**src/rtl/guard_pkg.sv**
```systemverilog
package guard_pkg;
    localparam int SR_W     = 8;
    localparam int SR_WEL   = 1;
    localparam int SR_RSEL0 = 2;
    localparam int SR_RSEL1 = 3;
    localparam int SR_PINEN = 7;

    typedef struct packed {
        logic       wel;
        logic [1:0] rsel;
        logic       pinen;
    } guard_state_t;
endpackage

```
**src/rtl/guard_range.sv**
```systemverilog
module guard_range #(
    parameter int ADDR_W = 11
) (
    input  logic [1:0]        rsel_i,
    input  logic [ADDR_W-1:0] addr_i,
    output logic              hit_o
);
    localparam int TOP = ADDR_W - 1;

    always_comb begin
        unique case (rsel_i)
            2'b00: hit_o = 1'b0;
            2'b01: hit_o = addr_i[TOP] & addr_i[TOP-1];
            2'b10: hit_o = addr_i[TOP];
            default: hit_o = 1'b1;
        endcase
    end
endmodule

```
**src/rtl/guard_regs.sv**
```systemverilog
module guard_regs
    import guard_pkg::*;
(
    input  logic         clk,
    input  logic         rst_n,
    input  logic         set_i,
    input  logic         clr_i,
    input  logic         load_i,
    input  logic [1:0]   rsel_i,
    input  logic         pinen_i,
    output guard_state_t state_o
);
    guard_state_t st_d, st_q;

    always_comb begin
        st_d = st_q;
        if (load_i) begin
            st_d.rsel  = rsel_i;
            st_d.pinen = pinen_i;
        end
        if (clr_i) begin
            st_d.wel = 1'b0;
        end else if (set_i) begin
            st_d.wel = 1'b1;
        end
    end

    always_ff @(posedge clk or negedge rst_n) begin
        if (!rst_n) begin
            st_q <= '0;
        end else begin
            st_q <= st_d;
        end
    end

    assign state_o = st_q;
endmodule

```
**src/rtl/mem_write_guard.sv**
```systemverilog
module mem_write_guard
    import guard_pkg::*;
#(
    parameter int ADDR_W = 11
) (
    input  logic              clk,
    input  logic              rst_n,
    input  logic              wen_set_i,
    input  logic              wen_clr_i,
    input  logic              txn_end_i,
    input  logic              sr_wr_req_i,
    input  logic [SR_W-1:0]   sr_wr_data_i,
    input  logic              wp_n_i,
    input  logic [ADDR_W-1:0] arr_addr_i,
    output logic              arr_grant_o,
    output logic              sr_grant_o,
    output logic [SR_W-1:0]   sr_rdata_o
);
    guard_state_t st;
    logic         in_range;
    logic         sr_lock;
    logic         unused_wdata;

    assign unused_wdata = ^{sr_wr_data_i[6:4], sr_wr_data_i[1:0]};

    guard_range #(.ADDR_W(ADDR_W)) u_range (
        .rsel_i (st.rsel),
        .addr_i (arr_addr_i),
        .hit_o  (in_range)
    );

    guard_regs u_regs (
        .clk     (clk),
        .rst_n   (rst_n),
        .set_i   (wen_set_i),
        .clr_i   (wen_clr_i | txn_end_i),
        .load_i  (sr_wr_req_i & sr_grant_o),
        .rsel_i  ({sr_wr_data_i[SR_RSEL1], sr_wr_data_i[SR_RSEL0]}),
        .pinen_i (sr_wr_data_i[SR_PINEN]),
        .state_o (st)
    );

    // Pin only counts when its enable bit is set.
    assign sr_lock     = st.pinen & ~wp_n_i;
    assign arr_grant_o = st.wel & ~in_range;
    assign sr_grant_o  = st.wel & ~sr_lock;

    always_comb begin
        sr_rdata_o            = '0;
        sr_rdata_o[SR_WEL]    = st.wel;
        sr_rdata_o[SR_RSEL0]  = st.rsel[0];
        sr_rdata_o[SR_RSEL1]  = st.rsel[1];
        sr_rdata_o[SR_PINEN]  = st.pinen;
    end
endmodule

```
**config.mk**
```make
export PLATFORM = sky130hd
export DESIGN_NAME = mem_write_guard
export DESIGN_NICKNAME = d
export VERILOG_FILES = /design/src/rtl/guard_pkg.sv /design/src/rtl/guard_range.sv /design/src/rtl/guard_regs.sv /design/src/rtl/mem_write_guard.sv
export SDC_FILE = /design/constraint.sdc
export NUM_CORES = 1
export LEC_CHECK = 0
export BUFFER_PORTS_ARGS = -buffer_cell sky130_fd_sc_hd__buf_2
export CAP_MARGIN = 25
export CORE_AREA = 2 2 39 41
export DETAILED_ROUTE_END_ITERATION = 10
export DIE_AREA = 0 0 41 43
export PLACE_DENSITY = 0.56
export SLEW_MARGIN = 15
export SYNTH_ARGS = -nofsm -noshare
export SYNTH_HDL_FRONTEND = slang
export SYNTH_SLANG_ARGS = --single-unit
export TNS_END_PERCENT = 5
```
**constraint.sdc**
```tcl
create_clock -name clk -period 1.67 [get_ports clk]
set_input_delay 0.167 -clock clk [delete_from_list [all_inputs] [get_ports clk]]
set_output_delay 0.167 -clock clk [all_outputs]
set_load 0.05 [all_outputs]
```
* Word-level counts from Yosys, hierarchy flattened
Index checks and enable logic that the tools add are counted.
Storage, ports and cells: register bits after elaboration 4, input port bits 26, logic and storage cells 19
Operators by class: mux-type cells 3, bitwise operators 9, equality and inequality tests 2, reduce and logical (&&, ||, !) cells 2
Operators with widths (count):
- 1-bit AND | 5
- 1-bit NOT | 3
- 1-bit case mux with 3 select lines | 1
- 2-bit by 1-bit == test with 1-bit output, second input constant | 1
- 2-bit == test, second input constant | 1
- 2-bit logical NOT | 1
- 1-bit two-way mux | 2
- 2-bit nonzero test | 1
- 1-bit bitwise OR | 1

* Longest topological paths before layout
Gate-level depths: netlist (run 1).
depth in word-level cells 5, gate-level depth with buffers 3, gate-level depth less buffers 3

* By module
A second synthesis (run 1) with hierarchy kept.
Second synthesis, totals: cells, all modules 21, area total of the unflattened synthesis 222.7 um^2
By module, submodules not included:
- guard_regs | area an instance 143.9 um^2, sequential area each 100.1 um^2, times used 1, cells each 8
- mem_write_guard | area an instance 65.1 um^2, sequential area each 0.0 um^2, times used 1, cells each 10
- guard_range | area an instance 13.8 um^2, sequential area each 0.0 um^2, times used 1, cells each 3

* Worst setup path after synthesis (run 1)
OpenSTA, ideal clock, no wires.
path type flip-flop to output port, from register u_regs.st_q (netlist bit u_regs.state_o[3]), to output port sr_grant_o, setup slack -389 ps, path buffers 0, required time 1503 ps, stages on the path, launching flop included 2, arrival 1892 ps, cells stage by stage dfrtp_1 a21boi_0
On the way: longest elaborated chain between the ends 1
RTL lines:
- start: declaration | line guard_regs.sv:13 | guard_state_t st_d, st_q;
- start signal: assignment | line guard_regs.sv:32 | st_q <= st_d;
- 1-bit AND | line mem_write_guard.sv:46 | assign sr_grant_o = st.wel & ~sr_lock;
- end: declaration | line mem_write_guard.sv:16 | output logic sr_grant_o,
No other way between the ends.

* Worst setup path after layout (run 1)
from register u_regs.st_q (netlist bit u_regs.state_o[2]), to output port arr_grant_o
On the way: longest elaborated chain between the ends 4, elaborated cells between the ends (all ways) 6, classes of those cells 2 x eq/ne; 1 x mux; 2 x bitwise; 1 x reduce/logical
RTL lines:
- 2-bit == test, or another cell as far along | line guard_range.sv:11 | unique case (rsel_i)
- 1-bit case mux with 3 select lines * | line guard_range.sv:11
- 1-bit NOT * | line mem_write_guard.sv:45 | assign arr_grant_o = st.wel & ~in_range;
- 1-bit AND * | line mem_write_guard.sv:45
- end: declaration | line mem_write_guard.sv:15 | output logic arr_grant_o,
Mark *: on every way between the ends. The rest lies on a longest branch, timed or not.

==> flow_metrics.tcl, run 1 <==
set metrics [dict create \
    p_comb_share_pct 40.6 \
    dr.pass1.iters 2 \
    vias 219 \
    path_max_fanout 4 \
    dr_wl_met2_um 259 \
    routabilityCongestion 0.559 \
    postCtsSetupBuffers 0 \
    drive_gt1_share_pct 55.8 \
    grt_pass1_vias 174 \
    dr.first_iter.drc_count 2 \
    netSwitchingPower_uw 184 \
    top_layer "met3" \
    die_w_um 41 \
    regArea_um2 100 \
    clockRootBuffer "clkbuf_4" \
    syn-mean-instance-area_um2 9.74 \
    clk_latency_ns 0.23 \
    place_ws_ns 0.502 \
    tritoncts "built" \
    htreeDepth 1 \
    grt_pass1_wl_um 552 \
    synthCells 23 \
    syn_to_final_growth_pct 54.7 \
    port_buffers 17 \
    numCtsBuffers 3 \
    p_sw_share_pct 43.0 \
    largest_register_ffs 4 \
    hold_buffers 1 \
    status "completed" \
    synth_area_leader_cell "dfrtp_1" \
    clk_pin_slew_ns 0.04 \
    synth.distinct_cells 14 \
    multi_input_area_um2 105 \
    power_uw 429 \
    final_nets 71 \
    p_leak_uw 0.000187 \
    arrival_ns 1.17 \
    start_util_pct 16.2 \
    nFillCells 152 \
    start_kind "flip-flop" \
    cp.required_ns 1.50 \
    die_area_um2 1760 \
    synth_warnings 0 \
    wl_per_cell_um 8.03 \
    crit_type "flip-flop to primary output" \
    fin_crit_sh_pct 80.1 \
    n_antenna_cell 0 \
    yosys-top-cells-area "dfrtp_1 (45%), buf_4 (13%), mux2_2 (10%), nand2_1 (5.0%), a32o_1 (4.5%)" \
    power.internal_uw 245 \
    synth_area_um2 224 \
    core_area_um2 1380 \
    synth_top_area_share_pct 44.7 \
    std_cell_rows 14 \
    grt_max_degree 8 \
    hp-class "input pin to flip-flop" \
    drtAntennaViolNets 0 \
    wl_um 474 \
    finalMaxSlewViolations 0 \
    synth_seq_cells 4 \
    clkPwrFrac_pct 27.3 \
    max_clock_freq_mhz 748 \
    seqPwrFrac_pct 32.1 \
    period_needed_ns 1.34 \
    clock-sinks 4 \
    seq_area_frac_synth_pct 44.7 \
    fin_ws_ns 0.333 \
    drc 0 \
    power.density_nw_per_um2 1240 \
    io_pins 36 \
    die_h_um 43 \
    wl_met1_um 171 \
    cts.repair.resized 0 \
    hold_viol_final 0 \
    track_usage_pct 4.83 \
    routed_via_density 3.71 \
    antenna_found_initial 0 \
    rsz0062_at_grt "false" \
    clockBufferDepth 2 \
    drv_cap 0 \
    grt-ovfl-total 0 \
    setup_violations 0 \
    peakVddDrop_uv 347 \
    dr_wl_met3_um 43 \
    finClkSkew_ns 0.00730 \
    crit_path_end_kind "primary output" \
]
==> cell usage after synthesis, drive strengths merged <==
library cell	number
a21boi	1
a21o	1
a21oi	2
a32o	1
buf	4
conb	1
dfrtp	4
inv	1
mux2	2
nand2	3
nand3	1
nor2	1
nor3	1
==> final timing paths <==
kind | startpoint | to | slack [ns] | cells past startpoint
max | u_regs.state_o[2] | arr_grant_o | 0.33 | 3
min | wen_clr_i | u_regs.state_o[3] | 0.09 | 2
max reg2reg | u_regs.state_o[3] | u_regs.state_o[2] | 0.52 | 3
min reg2reg | u_regs.state_o[1] | u_regs.state_o[1] | 0.56 | 1
max in group asynchronous | rst_n | u_regs.state_o[1] | 1.28 | 2
min in group asynchronous | rst_n | u_regs.state_o[3] | 0.26 | 2
==> metrics by stage <==
| step | utilization [%] | cell area, um2 | hold WS (ns) | instances | TNS [ns] |
|---|---|---|---|---|---|
| 4_1_cts | 25.0 | 347 | 0.0825 | 59 | 0 |
| 6_report | 25.0 | 347 | 0.0875 | 59 | 0 |
| 3_3_place_gp | 22.7 | 314 | -0.0231 | 55 | 0 |
| 2_1_floorplan | - | 239 | -0.129 | 26 | -0.0348 |
| 5_1_grt | 25.0 | 347 | 0.0836 | 59 | 0 |
| 3_5_place_dp | 22.7 | 314 | -0.0223 | 55 | 0 |
==> power by group through the flow <==
| stage | Sequential (uW) | Clock, uW | Combinational (uW) |
|---|---|---|---|
| final | 138 | 117 | 174 |
| after global routing | 140 | 127 | 183 |
| after CTS | 138 | 121 | 176 |
| after detailed placement | 139 | 0 | 174 |
| after global placement | 139 | 0 | 173 |
| after floorplan | 208 | 0 | 68.6 |
==> cell type report <==
cell class	count	share of cell area, %
clock buffers	3	6.50
inverters	1	1.08
multi-input cells	17	30.3
flip-flops and latches	4	28.9
well taps	16	5.78
repair buffers	18	27.4
==> logic make-up (layout without fill, tap and decap cells) <==
logic type	after synthesis	count (layout)	synth area share [%]
AOI/OAI and AO/OA	5	5	17.3
and+or+nand+nor	6	6	11.2
buffers and inverters	5	22	15.1
muxes	2	2	10.1
other	1	4	1.67
DFF	4	4	44.7
==> critical path, cell delays in order, from the launching register on <==
cell and delay, ns:
dfrtp_1 0.40, a21o_1 0.17, a21oi_2 0.11, buf_2 0.26
==> cells in the final DEF, fill, tap and decap left out <==
master         netlist  routed
buf_2                0      17
conb_1               1       4
dfrtp_1              4       4
nand2_1              3       3
clkbuf_4             0       3
a21oi_2              1       2
mux2_2               2       2
a21o_1               1       1
inv_1                1       1
nand3_1              1       1
a32o_1               1       1
nor2_1               1       1
nor3_1               1       1
a21boi_1             0       1
dlygate4sd3_1        0       1
==> metal layers <==
metal,GRT usage (%),up-vias
met2,8.44,12
met1,3.90,96
li1,-,111
met5,0,-
met3,3.14,0
met4,2.00,0
Power figures use the tool's default switching activity.
==> run 2, diff against run 1 <==
--- a/config.mk
+++ b/config.mk
@@ -5,12 +5,13 @@
 export SDC_FILE = /design/constraint.sdc
 export NUM_CORES = 1
 export LEC_CHECK = 0
+export ABC_AREA = 1
 export BUFFER_PORTS_ARGS = -buffer_cell sky130_fd_sc_hd__buf_2
 export CAP_MARGIN = 25
 export CORE_AREA = 2 2 39 41
 export DETAILED_ROUTE_END_ITERATION = 10
 export DIE_AREA = 0 0 41 43
-export PLACE_DENSITY = 0.56
+export PLACE_DENSITY = 0.58
 export SLEW_MARGIN = 15
 export SYNTH_ARGS = -nofsm -noshare
 export SYNTH_HDL_FRONTEND = slang
==> constraint.sdc (replaced) <==
create_clock -name clk -period 1.2 [get_ports clk]
set_input_delay 0.12 -clock clk [delete_from_list [all_inputs] [get_ports clk]]
set_output_delay 0.12 -clock clk [all_outputs]
set_load 0.05 [all_outputs]
==> run 2 against run 1 <==
  * Clock-buffer cell count stayed put
  * Synthesized cell count grew 22%
  * Non-clock buffer count is 2 higher
  * Critical path type unchanged
  * Critical endpoint unchanged
  * Largest power group unchanged
  * Highest routed layer unchanged
==> flow_metrics.tcl, run 2 <==
set metrics [dict create \
    status "completed" \
    path_max_fanout 3 \
    tritoncts "built" \
    core_area_um2 1380 \
    vias 259 \
    nFillCells 155 \
    period_needed_ns 1.18 \
    syn-mean-instance-area_um2 8.36 \
    synth_top_area_share_pct 42.8 \
    clockRootBuffer "clkbuf_4" \
    htreeDepth 1 \
    grt-ovfl-total 0 \
    die_area_um2 1760 \
    setup_violations 0 \
    synth_edf_count 0 \
    antenna_found_initial 0 \
    largest_register_ffs 4 \
    std_cell_rows 14 \
    seq_area_frac_synth_pct 42.8 \
    routed_via_density 3.92 \
    cp.required_ns 1.08 \
    final_common_cell "buf_2" \
    dr.pass1.iters 1 \
    drtAntennaViolNets 0 \
    final_nets 78 \
    clk_latency_ns 0.23 \
    power.density_nw_per_um2 1450 \
    drc 0 \
    die_w_um 41 \
    clock-sinks 4 \
    clockBufferDepth 2 \
    clk_pin_slew_ns 0.04 \
    routabilityCongestion 0.505 \
    die_h_um 43 \
    syn_to_final_growth_pct 74.3 \
    io_pins 36 \
    drv_cap 0 \
    synth_area_leader_cell "dfrtp_1" \
    hold_viol_final 0 \
    synth.distinct_cells 12 \
    start_kind "flip-flop" \
    crit_path_end_kind "primary output" \
    arrival_ns 1.06 \
    grt_pass1_wl_um 696 \
    drive_gt1_share_pct 58.0 \
    dr.first_iter.drc_count 0 \
    regArea_um2 103 \
    synth_warnings 0 \
    synthArstFlopShare_pct 100 \
    synth_area_um2 234 \
    multi_input_area_um2 133 \
    p_leak_uw 0.000214 \
    finalMaxSlewViolations 0 \
    wl_per_cell_um 8.55 \
    n_antenna_cell 0 \
    holdWs_ns 0.0362 \
    fin_crit_sh_pct 98.6 \
    max_clock_freq_mhz 845 \
    synth_flop_cell "dfrtp_1" \
    layout_common_cells "buf_2 (15), nand2_1 (7), conb_1 (4)" \
    rsz0062_at_grt "true" \
    r2r_slack_ns 0.29 \
    numCtsBuffers 3 \
    finClkSkew_ns 0.00532 \
    wl_um 564 \
    port_buffers 17 \
    peakVddDrop_uv 467 \
    synthTopCellsByCount "nand2_1 (8), buf_4 (4), dfrtp_1 (4)" \
    hp-class "input pin to flip-flop" \
    grt_pass1_vias 187 \
    track_usage_pct 6.67 \
    yosys-top-cells-area "dfrtp_1 (43%), buf_4 (13%), nand2_1 (13%), nand4_1 (8.0%), nand3_2 (4.3%)" \
    synthCells 28 \
    synthMostInstantiatedCell "nand2_1" \
    start_util_pct 16.9 \
    utilization_pct 29.5 \
    crit_type "flip-flop to primary output" \
    grt_max_degree 9 \
    synth_seq_cells 4 \
]
-- run 2: changes by cell type in the layout (fill, tap and decap cells not counted), moves of 2 or more --
| cell | before | now |
|---|---|---|
| a21oi_2 | 2 | 0 |
| buf_2 | 17 | 15 |
| buf_4 | 0 | 2 |
| dfrtp_1 | 4 | 2 |
| dfrtp_2 | 0 | 2 |
| mux2_2 | 2 | 0 |
| nand2_1 | 3 | 7 |
| nand4_1 | 0 | 3 |
-- run 2: timing repair --
item                       in CTS  in global routing
pin swaps                       1                  0
setup endpoints to repair       2                  2
resized for setup               3                  3
hold endpoints to repair        4                  0
setup buffers                   0                  2
hold buffers                    1                  0
-- run 2: power breakdown --
group	leakage [uW]	internal, uW	total, uW	switching (uW)
sequential	0.0000483	160	185	25.2
combinational	0.000152	70.1	241	171
clock	0.0000138	112	166	54.6
-- run 2: routing by layer --
layer,GRT usage [%],up-vias,part of all wire (%)
met2,8.13,15,47
met4,6.00,0,0
met3,4.71,0,11
met1,7.21,114,41
met5,0,-,0
li1,-,130,-
-- run 2: cell type report --
| class | instances | share of cell area, % |
|---|---|---|
| multi-input cells | 22 | 32.5 |
| clock buffers | 3 | 5.52 |
| repair buffers | 20 | 31.0 |
| inverters | 1 | 0.920 |
| well taps | 16 | 4.91 |
| flip-flops and latches | 4 | 25.2 |
-- run 2: kinds of logic (layout without fill, tap and decap cells) --
logic type,count (synthesis),count (layout),share of synthesized area (%)
simple gates,16,16,34.8
buf+inv,5,24,14.4
flops,4,4,42.8
compound gates,2,2,6.42
other cells,1,4,1.60
-- run 2: path summary, 6_finish.rpt --
kind                                        start                end  cells after the start
worst max-delay path            u_regs.state_o[1]        arr_grant_o                      3
worst min-delay path                    txn_end_i  u_regs.state_o[3]                      2
worst max register to register  u_regs.state_o[0]  u_regs.state_o[1]                      4
worst min register to register  u_regs.state_o[2]  u_regs.state_o[2]                      2
max in group asynchronous                   rst_n  u_regs.state_o[1]                      2
min in group asynchronous                   rst_n  u_regs.state_o[3]                      2
-- run 2: metrics by stage --
stage,setup slack (ns),std cells,total power [uW],area [um2],TNS (ns)
after floorplan,0.0378,31,359,267,0
final,0.0173,66,592,408,0
after detailed placement,0.144,60,406,342,0
after CTS,-0.00971,64,587,383,-0.00971
after global routing,-0.0223,66,631,408,-0.0223
after global placement,0.141,60,404,342,0
-- run 2: worst max-delay path: stages (launching register included) --
cell and delay (ns):
dfrtp_2 0.40, o21a_1 0.20, nor2_4 0.09, buf_8 0.15
==> run 3, diff against run 2 <==
--- a/config.mk
+++ b/config.mk
@@ -6,12 +6,12 @@
 export NUM_CORES = 1
 export LEC_CHECK = 0
 export ABC_AREA = 1
-export BUFFER_PORTS_ARGS = -buffer_cell sky130_fd_sc_hd__buf_2
 export CAP_MARGIN = 25
 export CORE_AREA = 2 2 39 41
 export DETAILED_ROUTE_END_ITERATION = 10
 export DIE_AREA = 0 0 41 43
-export PLACE_DENSITY = 0.58
+export DONT_BUFFER_PORTS = 1
+export PLACE_DENSITY = 0.34
 export SLEW_MARGIN = 15
 export SYNTH_ARGS = -nofsm -noshare
 export SYNTH_HDL_FRONTEND = slang
==> run 3 against run 2 <==
  * The run now ends with setup timing left
  * Flip-flop and latch count did not move
  * Cell area fell by 7.1%
  * Final cell count fell by 17%
  * Setup slack got worse by 0.035 ns
  * Sequential power barely moved
  * Clock-buffer cell count did not move
  * Combinational power fell by 2%
  * Hold slack improved by 0.015 ns
  * Power fell by 0.59%
  * Critical endpoint unchanged
  * Highest routed layer unchanged
==> flow_metrics.tcl, run 3 (synthesis results as in run 2) <==
set metrics [dict create \
    drive_gt1_share_pct 38.5 \
    crit_path_end_kind "primary output" \
    clockRootBuffer "clkbuf_4" \
    fin_ws_ns -0.0177 \
    p_leak_uw 0.000173 \
    rsz0062_at_grt "true" \
    place_inst 49 \
    final_common_cell "nand2_1" \
    utilization_pct 27.4 \
    die_area_um2 1760 \
    nFillCells 156 \
    arrival_ns 1.10 \
    wl_per_cell_um 10.8 \
    largest_register_ffs 4 \
    violations "setup timing" \
    clk_latency_ns 0.23 \
    routed_via_density 4.04 \
    power.density_nw_per_um2 1550 \
    clk_pin_slew_ns 0.04 \
    layout_common_cells "nand2_1 (8), conb_1 (4), buf_4 (4)" \
    path_max_fanout 4 \
    grt-ovfl-total 0 \
    p_comb_share_pct 40.0 \
    clock-sinks 4 \
    die_w_um 41 \
    slowest_delay_ns 0.42 \
    grt_pass1_wl_um 924 \
    fin_cells 55 \
    io_pins 36 \
    start_util_pct 16.9 \
    max_clock_freq_mhz 821 \
    finClkSkew_ns 0.00519 \
    drv_cap 0 \
    drc 0 \
    htreeDepth 1 \
    holdWs_ns 0.0508 \
    hp-class "input pin to flip-flop" \
    cp.required_ns 1.08 \
    numCtsBuffers 3 \
    routabilityCongestion 0.711 \
    hpwl_um 508 \
    die_h_um 43 \
    clkPwrFrac_pct 28.5 \
    finalMaxSlewViolations 0 \
    p_sw_share_pct 41.9 \
    dr.pass1.iters 2 \
    core_area_um2 1380 \
    grt_pass1_vias 232 \
    start_kind "flip-flop" \
    grt_max_degree 9 \
    track_usage_pct 8.56 \
    port_buffers 0 \
    vias 222 \
    cts.repair.resized 0 \
    status "finished with violations" \
    final_nets 67 \
    fin_crit_sh_pct 101 \
    peakVddDrop_uv 527 \
    tritoncts "built" \
    period_needed_ns 1.22 \
    seqPwrFrac_pct 31.4 \
    dr.first_iter.drc_count 2 \
    std_cell_rows 14 \
    netSwitchingPower_uw 247 \
    wl_um 593 \
    cp_cell_sequence "o21a_1 > nor2_4 > buf_12" \
    antenna_found_initial 0 \
    syn_to_final_growth_pct 62.0 \
    hold_viol_final 0 \
    power.internal_uw 342 \
    crit_type "flip-flop to primary output" \
    drtAntennaViolNets 0 \
    n_antenna_cell 0 \
    setup_violations 1 \
    cp_slowest_cell "dfrtp_2" \
    clockBufferDepth 2 \
]
==> run 3: changes by cell type in the layout (fill, tap and decap cells not counted) <==
cell           before  now
buf_2              15    0
buf_12              0    2
buf_4               2    4
dlygate4sd3_1       1    3
buf_6               1    0
buf_8               1    0
nand2_1             7    8
nand2_2             1    0
==> run 3: final cells by class <==
class / count / area (um2) / area share [%]
Clock buffer: 3 / 22.5 / 5.94
Inverter: 1 / 3.75 / 0.990
Multi-Input combinational cell: 22 / 130 / 34.3
Sequential cell: 4 / 103 / 27.1
Tap cell: 16 / 20.0 / 5.28
Timing Repair Buffer: 9 / 100 / 26.4
==> run 3: per-stage QoR <==
step / area, um2 / TNS (ns) / power (uW) / setup WS [ns]
after global placement: 327 / 0 / 410 / 0.225
after global routing: 379 / -0.0585 / 622 / -0.0553
after CTS: 379 / -0.0341 / 602 / -0.0341
after detailed placement: 327 / 0 / 415 / 0.206
final: 379 / -0.0177 / 589 / -0.0177
after floorplan: 267 / 0 / 359 / 0.0378
==> run 3: power groups by stage <==
stage | registers, uW | clock network [uW] | logic, uW
global route | 190 | 183 | 249
global placement | 186 | 0 | 225
CTS | 186 | 177 | 238
floorplan | 264 | 0 | 94.9
detailed placement | 188 | 0 | 227
finish | 185 | 168 | 236
==> run 3: what timing repair did <==
| action | CTS | global route |
|---|---|---|
| buffers inserted | 0 | 0 |
| pin swaps | 1 | 0 |
| hold buffers | 3 | 0 |
| endpoints found under the hold margin | 5 | 0 |
| setup endpoints to repair | 1 | 2 |
==> run 3: worst paths after layout <==
path                                   start           endpoint  slack, ns  depth (start not counted)
min reg2reg                u_regs.state_o[1]  u_regs.state_o[1]       0.52                          2
min in group asynchronous              rst_n  u_regs.state_o[2]       0.17                          1
max reg2reg                u_regs.state_o[0]  u_regs.state_o[0]       0.29                          4
max in group asynchronous              rst_n  u_regs.state_o[3]       0.83                          1
max                        u_regs.state_o[1]        arr_grant_o      -0.02                          3
min                              sr_wr_req_i  u_regs.state_o[1]       0.05                          2
==> run 3: worst max-delay path: cells and delay by family, from the launching register on <==
kind,cells,cell delay [ns]
AND/OR/NAND/NOR,1,0.10
flip-flops,1,0.42
AO/OA/AOI/OAI,1,0.20
buffers and inverters,1,0.14
==> run 3: layer usage <==
| layer | wire length, um | share of wire, % | GRT usage (%) | up-vias |
|---|---|---|---|---|
| met5 | 0 | 0 | 0 | - |
| met4 | 0 | 0 | 4.00 | 0 |
| met3 | 63 | 11 | 6.28 | 0 |
| met2 | 337 | 57 | 14.4 | 12 |
| met1 | 192 | 32 | 6.82 | 101 |
| li1 | - | - | - | 109 |
